`src/rtl/i2c_addr_seq_pkg.sv`:
```
package i2c_addr_seq_pkg;

  typedef enum logic [2:0] {
    S_IDLE,
    S_BUF,
    S_SETUP,
    S_HOLD,
    S_BLOW,
    S_BHIGH
  } seqState_t;

  // strobes from control to datapath
  typedef struct packed {
    logic cfgLock;
    logic sdaHi;
    logic sdaLo;
    logic loadLow;
    logic loadHigh;
    logic loadFirst;
    logic loadSecond;
    logic shiftBit;
    logic captureAck;
  } seqStrobe_t;

endpackage

```
`src/rtl/i2c_addr_seq_dp.sv`:
```
module i2c_addr_seq_dp
  import i2c_addr_seq_pkg::*;
#(
  parameter int CNT_W = 8,
  parameter int LEN_W = 16
) (
  input  logic             clk,
  input  logic             rstN,
  input  seqStrobe_t       st,
  input  logic             cfgWrEn,
  input  logic             cfgTenBit,
  input  logic [9:0]       cfgAddr,
  input  logic             cfgRead,
  input  logic             cfgHeadOnly,
  input  logic [LEN_W-1:0] cfgLen,
  input  logic [CNT_W-1:0] sclLowCnt,
  input  logic [CNT_W-1:0] sclHighCnt,
  input  logic             sdaIn,
  output logic             timerZero,
  output logic             lastBit,
  output logic             moreBytes,
  output logic             sdaDrive,
  output logic             ackBit,
  output logic             curTenBit,
  output logic [9:0]       curAddr,
  output logic             curRead,
  output logic             curHeadOnly,
  output logic [7:0]       curCount
);

  localparam int BYTE_BITS = 8;
  localparam int IDX_W     = $clog2(BYTE_BITS + 1);
  localparam int COUNT_MAX = (1 << BYTE_BITS) - 1;

  logic [CNT_W-1:0]     timerQ;
  logic [BYTE_BITS-1:0] shiftQ;
  logic [IDX_W-1:0]     bitIdx;
  logic                 secondQ;
  logic [BYTE_BITS-1:0] firstByte;

  // held configuration, locked while a request is pending
  always_ff @(posedge clk or negedge rstN) begin
    if (!rstN) begin
      curTenBit   <= 1'b0;
      curAddr     <= '0;
      curRead     <= 1'b0;
      curHeadOnly <= 1'b0;
      curCount    <= '0;
    end else if (cfgWrEn && !st.cfgLock) begin
      curTenBit   <= cfgTenBit;
      curAddr     <= cfgAddr;
      curRead     <= cfgRead;
      curHeadOnly <= cfgHeadOnly;
      curCount    <= (cfgLen > LEN_W'(COUNT_MAX)) ? BYTE_BITS'(COUNT_MAX)
                                                  : cfgLen[BYTE_BITS-1:0];
    end
  end

  always_comb begin
    if (curTenBit) firstByte = {5'b11110, curAddr[9:8], curRead};
    else           firstByte = {curAddr[6:0], curRead};
  end

  // interval timer shared by every bus phase
  always_ff @(posedge clk or negedge rstN) begin
    if (!rstN)                timerQ <= '0;
    else if (st.loadLow)      timerQ <= sclLowCnt;
    else if (st.loadHigh)     timerQ <= sclHighCnt;
    else if (timerQ != '0)    timerQ <= timerQ - 1'b1;
  end

  always_ff @(posedge clk or negedge rstN) begin
    if (!rstN) begin
      shiftQ  <= '0;
      bitIdx  <= '0;
      secondQ <= 1'b0;
    end else if (st.loadFirst) begin
      shiftQ  <= firstByte;
      bitIdx  <= '0;
      secondQ <= 1'b0;
    end else if (st.loadSecond) begin
      shiftQ  <= curAddr[7:0];
      bitIdx  <= '0;
      secondQ <= 1'b1;
    end else if (st.shiftBit) begin
      shiftQ  <= {shiftQ[BYTE_BITS-2:0], 1'b0};
      bitIdx  <= bitIdx + 1'b1;
    end
  end

  assign timerZero = (timerQ == '0);
  assign lastBit   = (bitIdx == IDX_W'(BYTE_BITS));
  assign moreBytes = !secondQ && curTenBit && !(curRead && curHeadOnly);

  // SDA level registered: new bit appears one cycle after SCL falls
  always_ff @(posedge clk or negedge rstN) begin
    if (!rstN)          sdaDrive <= 1'b1;
    else if (st.sdaLo)  sdaDrive <= 1'b0;
    else if (st.sdaHi)  sdaDrive <= 1'b1;
    else                sdaDrive <= lastBit ? 1'b1 : shiftQ[BYTE_BITS-1];
  end

  always_ff @(posedge clk or negedge rstN) begin
    if (!rstN)              ackBit <= 1'b1;
    else if (st.captureAck) ackBit <= sdaIn;
  end


  cfg_lock_chk: assert property (@(posedge clk) disable iff (!rstN)
    st.cfgLock |=> $stable({curTenBit, curAddr, curRead, curHeadOnly, curCount}));

endmodule

```
`src/rtl/i2c_addr_seq_ctrl.sv`:
```
module i2c_addr_seq_ctrl
  import i2c_addr_seq_pkg::*;
(
  input  logic       clk,
  input  logic       rstN,
  input  logic       startSet,
  input  logic       busBusy,
  input  logic       sdaIn,
  input  logic       timerZero,
  input  logic       lastBit,
  input  logic       moreBytes,
  input  logic       sdaDrive,
  output seqStrobe_t st,
  output logic       sclOut,
  output logic       startPending,
  output logic       addrDone,
  output logic       arbLost,
  output logic       slaveMode
);

  seqState_t state, nxt;
  logic doneNx, arbNx;

  always_comb begin
    st        = '0;
    nxt       = state;
    doneNx    = 1'b0;
    arbNx     = 1'b0;
    st.cfgLock = (state != S_IDLE);
    st.sdaHi   = (state == S_IDLE) || (state == S_BUF) || (state == S_SETUP);
    st.sdaLo   = (state == S_HOLD);
    unique case (state)
      S_IDLE: if (startSet) begin
        st.loadLow = 1'b1;
        nxt = busBusy ? S_SETUP : S_BUF;
      end
      S_BUF: begin
        if (busBusy) st.loadLow = 1'b1;
        else if (timerZero) begin
          st.loadHigh = 1'b1;
          nxt = S_HOLD;
        end
      end
      S_SETUP: if (timerZero) begin
        st.loadHigh = 1'b1;
        nxt = S_HOLD;
      end
      S_HOLD: if (timerZero) begin
        st.loadLow   = 1'b1;
        st.loadFirst = 1'b1;
        nxt = S_BLOW;
      end
      S_BLOW: if (timerZero) begin
        st.loadHigh = 1'b1;
        nxt = S_BHIGH;
      end
      S_BHIGH: begin
        if (!lastBit && sdaDrive && !sdaIn) begin
          arbNx = 1'b1;
          nxt = S_IDLE;
        end else if (timerZero) begin
          if (lastBit) begin
            st.captureAck = 1'b1;
            if (sdaIn || !moreBytes) begin
              doneNx = 1'b1;
              nxt = S_IDLE;
            end else begin
              st.loadSecond = 1'b1;
              st.loadLow    = 1'b1;
              nxt = S_BLOW;
            end
          end else begin
            st.shiftBit = 1'b1;
            st.loadLow  = 1'b1;
            nxt = S_BLOW;
          end
        end
      end
      default: nxt = S_IDLE;
    endcase
  end

  always_ff @(posedge clk or negedge rstN) begin
    if (!rstN) begin
      state     <= S_IDLE;
      addrDone  <= 1'b0;
      arbLost   <= 1'b0;
      slaveMode <= 1'b0;
    end else begin
      state    <= nxt;
      addrDone <= doneNx;
      arbLost  <= arbNx;
      if (arbNx)                             slaveMode <= 1'b1;
      else if (state == S_IDLE && startSet)  slaveMode <= 1'b0;
    end
  end

  assign sclOut       = (state != S_BLOW);
  assign startPending = (state != S_IDLE);


  arb_slave_chk: assert property (@(posedge clk) disable iff (!rstN)
    arbLost |-> slaveMode);


  done_pulse_chk: assert property (@(posedge clk) disable iff (!rstN)
    addrDone |=> !addrDone);


  done_clears_chk: assert property (@(posedge clk) disable iff (!rstN)
    (addrDone || arbLost) |-> !startPending);

endmodule

```
`src/rtl/i2c_addr_seq.sv`:
```
module i2c_addr_seq
  import i2c_addr_seq_pkg::*;
#(
  parameter int CNT_W = 8,
  parameter int LEN_W = 16
) (
  input  logic             clk,
  input  logic             rstN,
  input  logic             cfgWrEn,
  input  logic             cfgTenBit,
  input  logic [9:0]       cfgAddr,
  input  logic             cfgRead,
  input  logic             cfgHeadOnly,
  input  logic [LEN_W-1:0] cfgLen,
  input  logic             startSet,
  input  logic             busBusy,
  input  logic [CNT_W-1:0] sclLowCnt,
  input  logic [CNT_W-1:0] sclHighCnt,
  input  logic             sdaIn,
  output logic             sclOut,
  output logic             sdaOut,
  output logic             startPending,
  output logic             addrDone,
  output logic             ackBit,
  output logic             arbLost,
  output logic             slaveMode,
  output logic             curTenBit,
  output logic [9:0]       curAddr,
  output logic             curRead,
  output logic             curHeadOnly,
  output logic [7:0]       curCount
);

  seqStrobe_t st;
  logic timerZero, lastBit, moreBytes;

  i2c_addr_seq_ctrl i_ctrl (
    .clk, .rstN, .startSet, .busBusy, .sdaIn,
    .timerZero, .lastBit, .moreBytes, .sdaDrive(sdaOut),
    .st, .sclOut, .startPending, .addrDone, .arbLost, .slaveMode
  );

  i2c_addr_seq_dp #(.CNT_W(CNT_W), .LEN_W(LEN_W)) i_dp (
    .clk, .rstN, .st, .cfgWrEn, .cfgTenBit, .cfgAddr, .cfgRead,
    .cfgHeadOnly, .cfgLen, .sclLowCnt, .sclHighCnt, .sdaIn,
    .timerZero, .lastBit, .moreBytes, .sdaDrive(sdaOut), .ackBit,
    .curTenBit, .curAddr, .curRead, .curHeadOnly, .curCount
  );


  sda_no_stop_chk: assert property (@(posedge clk) disable iff (!rstN)
    (startPending && $past(startPending) && sclOut && $past(sclOut)) |-> !$rose(sdaOut));

endmodule

```
`config.mk`:
```
export PLATFORM = sky130hd
export DESIGN_NAME = i2c_addr_seq
export DESIGN_NICKNAME = d
export VERILOG_FILES = /design/src/rtl/i2c_addr_seq_pkg.sv /design/src/rtl/i2c_addr_seq_dp.sv /design/src/rtl/i2c_addr_seq_ctrl.sv /design/src/rtl/i2c_addr_seq.sv
export SDC_FILE = /design/constraint.sdc
export NUM_CORES = 1
export LEC_CHECK = 0
export BUFFER_PORTS_ARGS = -buffer_cell sky130_fd_sc_hd__buf_4
export CAP_MARGIN = 20
export CORE_UTILIZATION = 30
export DETAILED_ROUTE_END_ITERATION = 8
export GPL_TIMING_DRIVEN = 0
export SLEW_MARGIN = 20
export SYNTH_ARGS = -nofsm -noshare
export SYNTH_HDL_FRONTEND = slang
export SYNTH_SLANG_ARGS = --single-unit
export TNS_END_PERCENT = 100
```
`constraint.sdc`:
```
create_clock -name clk -period 3 [get_ports clk]
set_input_delay 0.15 -clock clk [delete_from_list [all_inputs] [get_ports clk]]
set_output_delay 0.15 -clock clk [all_outputs]
set_load 0.02 [all_outputs]
```
==> key figures <==
Status
  • Status: complete, no violations

Routing
  • # DRC: 0
  • Initial drt markers: 116
  • Via count: 2283
  • Routed length per placed instance: 14.4 um
  • Remaining antenna violation count: 0
  • Final wirelength: roughly 6500 um
  • First-pass DRT Iterations: 4
  • Via/cell ratio: a little over 5

Clock network
  • CTS clk-pin slew, worst paths: around 110 ps
  • H-tree depth: 2
  • Max clock buf depth: 2
  • CTS tree: built
  • Root Driver: clkbuf_8
  • Clock Latency Late Sink: 310 ps
  • Clk sinks: 50
  • Post-cts resize count: 0
  • CTS buffer count: 5

Floorplan
  • Area of the core: about 8400 um2
  • FP Rows: 33
  • Die area: approximately 9200 um2
  • Number of I/O pins: 79
  • Die span in x: around 96 um
  • Initial Util: 31.5%
  • Die H: between 90 and 100 um

Setup path
  • CP bufs+invs: 1
  • Critical path startpoint: i_dp.bitIdx[0]
  • Slowest cell on crit path: nor3b_1
  • Crit Path Category: flop to flop
  • Crit Path Max Fanout: 8
  • Flop2flop setup slack: ~630 ps
  • Critical Path Start Type: flop
  • Worst path cell trace: inv_1, ha_1, and3b_1, nor3b_1, a21oi_1, o22ai_4, mux2_2
  • CP Depth: 7
  • Worst reg2reg path startpoint: i_dp.bitIdx[0]
  • Reg2Reg Depth: 7
  • Worst R2R End: i_dp.timerQ[5]
  • Worst Setup End Kind: flop
  • WP data arrival: approximately 2600 ps
  • Crit path to: i_dp.timerQ[5]
  • Kind of cell adding the most delay to the critical path: simple AND/OR/NAND/NOR gates
  • WP data required: between 3000 and 4000 ps
  • Worst stage delay on the critical path: 500 ps

Cells and area
  • Multi-input gate area: between 1000 and 1500 um2
  • Nets: between 400 and 500
  • ANT cells: 0
  • Area grow syn2layout: 31.1%
  • Util after Layout: 41.3%
  • Fin area: roughly 3500 um2
  • Filler instances: around 840
  • Register area: 1250 um2
  • Share of layout cells above drive strength 1: a little over a third

Placement
  • Detailed placer's ending HPWL: 4860 um
  • Placed inst area: about 3400 um2
  • GPL Wtd Cong: between 0.8 and 0.9
  • Port Buf Inserts: 78
  • Pre-CTS setup slack: ~640 ps

STA
  • Worst Tran Pin Value: 687 ps
  • Final-report setup violation count: 0
  • Fin crit period: ~2400 ps
  • Period utilization: 79.1%
  • Final hold vios: 0
  • Post-route setup slack: 628 ps
  • Fmax achieved: around 0.42 GHz
  • Hold slack: ~30 ps
  • Final Skew: between 10 and 15 ps
  • Total negative slack: 0 ps
  • Rel. slew slack: 54.1%
  • Slew Limit Fails: 0
  • RSZ-0062 raised after global routing: no

Synthesis
  • Synth Area per Inst: slightly above 10 um2
  • Yosys warning count: 0
  • Yosys reg bits: 50
  • Main synth FF type: dfrtp_1
  • Synth async-reset ratio: 100%
  • Post-Syn Nets: about 320
  • EDFF count, synth: 0
  • Cells after Synth: 260
  • Post-synthesis sequential area ratio: 47.5%
  • Count of cell types in the netlist: between 40 and 50
  • Post-Syn Area: approximately 2600 um2

GRT
  • Number of global-route vias before repair: ~2200
  • GRT Max-Usage Layer: met2
  • Initial antenna violation count: 0
  • First-pass GRT wire length: around 11000 um
  • Met1 usage: between 15 and 20%
  • Remaining Overflow, GRT: 0
  • Met3 Use GR: ~3.7%
  • Largest net degree at the start of global routing: just over 50
  • Overall Global Routing Usage: between 15 and 20%
  • GRT met2 Usage: 24.9%

Power
  • Pwr dens: 736 nW/um2
  • Static Leakage: approximately 0.0016 uW
  • Peak supply drop: a little under 500 uV

Worst hold path
  • Hold WC Path Type: primary input to flop

Run
  • Max Cap Viol: 0
[routing by layer]
metal	up-vias	share of wire (%)	wire, um
li1	1107	-	-
met1	1109	46	2990
met2	62	48	3100
met3	5	5.2	337
met4	0	0.83	54
met5	-	0	0
[where the power goes]
group          internal [uW]  total, uW  switching [uW]
clock                    172        426             253
combinational            525       1050             521
sequential               892       1080             185
total                   1590       2550             959
[Yosys cell counts (6+ instances only)]
cell type  number  area [um2]
dfrtp_1        48        1200
nor2_1         25        93.8
nand2_1        22        82.6
mux2_2         20         225
inv_1          14        52.6
nand3_1        11        55.1
nor3_1          9        45.0
o22a_1          8        70.1
o22ai_1         7        43.8
buf_2           6        30.0
o211ai_1        6        45.0
[state kept, by name, indices dropped and copies added (netlist names)]
register and count:
i_ctrl.slaveMode 1, i_ctrl.arbLost 1, i_dp.curAddr 10, i_dp.curCount 8, i_dp.curRead 1, i_dp.secondQ 1, i_ctrl.state 3, i_dp.bitIdx 4
i_dp.sdaDrive 1, i_dp.ackBit 1, i_dp.curHeadOnly 1, i_dp.curTenBit 1, i_dp.timerQ 8, i_dp.shiftQ 8, i_ctrl.addrDone 1
[layout make-up]
class,instances,area share (%)
multi-input combinational,182,36.2
sequential,50,36.2
timing repair buffer,79,17.2
tap,105,3.79
buffer,14,2.28
clock buffer,5,1.99
inverter,14,1.52
clock inverter,3,0.759
[worst min path at each step]
stage                          from                to  cells after the start
after floorplan                rstN   i_ctrl.addrDone                      0
after global placement         rstN    i_dp.timerQ[5]                      1
after detailed placement       rstN   i_ctrl.state[1]                      1
after CTS                 cfgTenBit    i_dp.curTenBit                      3
after global routing      cfgLen[3]  i_dp.curCount[3]                      2
final                     cfgTenBit    i_dp.curTenBit                      3
[cells in the final DEF, fill, tap and decap left out, types with 3 or more instances in the layout]
cell type  instances
buf_4             81
dfrtp_1           48
nor2_1            25
nand2_1           22
mux2_2            20
inv_1             14
nand3_1           11
nor3_1             9
o22a_1             8
o22ai_1            7
buf_2              6
o211ai_1           6
a31oi_1            5
a21oi_1            5
xor2_1             5
a22oi_1            5
clkbuf_8           5
nor3b_1            4
nand3b_1           4
o21ai_0            4
ha_1               4
clkbuf_1           3
nor4_1             3
xnor2_1            3
o32ai_1            3
mux2i_1            3
[worst reg2reg max path: stages, from the launching register on]
cell,delay (ps)
dfrtp_1,420
inv_1,60
ha_1,200
and3b_1,220
nor3b_1,500
a21oi_1,160
o22ai_4,330
mux2_2,380
[cells by family after synthesis]
| logic type | count (synthesis) | share of synthesized area, % |
|---|---|---|
| adder cells (fa/ha/maj) | 4 | 1.90 |
| buffers and inverters | 28 | 4.98 |
| flip-flops | 50 | 47.5 |
| XOR/XNOR | 8 | 2.65 |
| AO/OA/AOI/OAI | 55 | 15.8 |
| multiplexers | 23 | 9.67 |
| AND/OR/NAND/NOR | 92 | 17.5 |
[what timing repair did]
action / CTS / global route
setup buffers: 0 / 0
hold buffers: 1 / 0
hold endpoints to repair: 48 / 0
[per-stage QoR]
stage	power, uW	instances
2_1_floorplan	1750	260
3_3_place_gp	2120	443
3_5_place_dp	2140	443
4_1_cts	2580	452
5_1_grt	2720	452
6_report	2550	452
No activity file was read; power rests on OpenSTA's default activity.
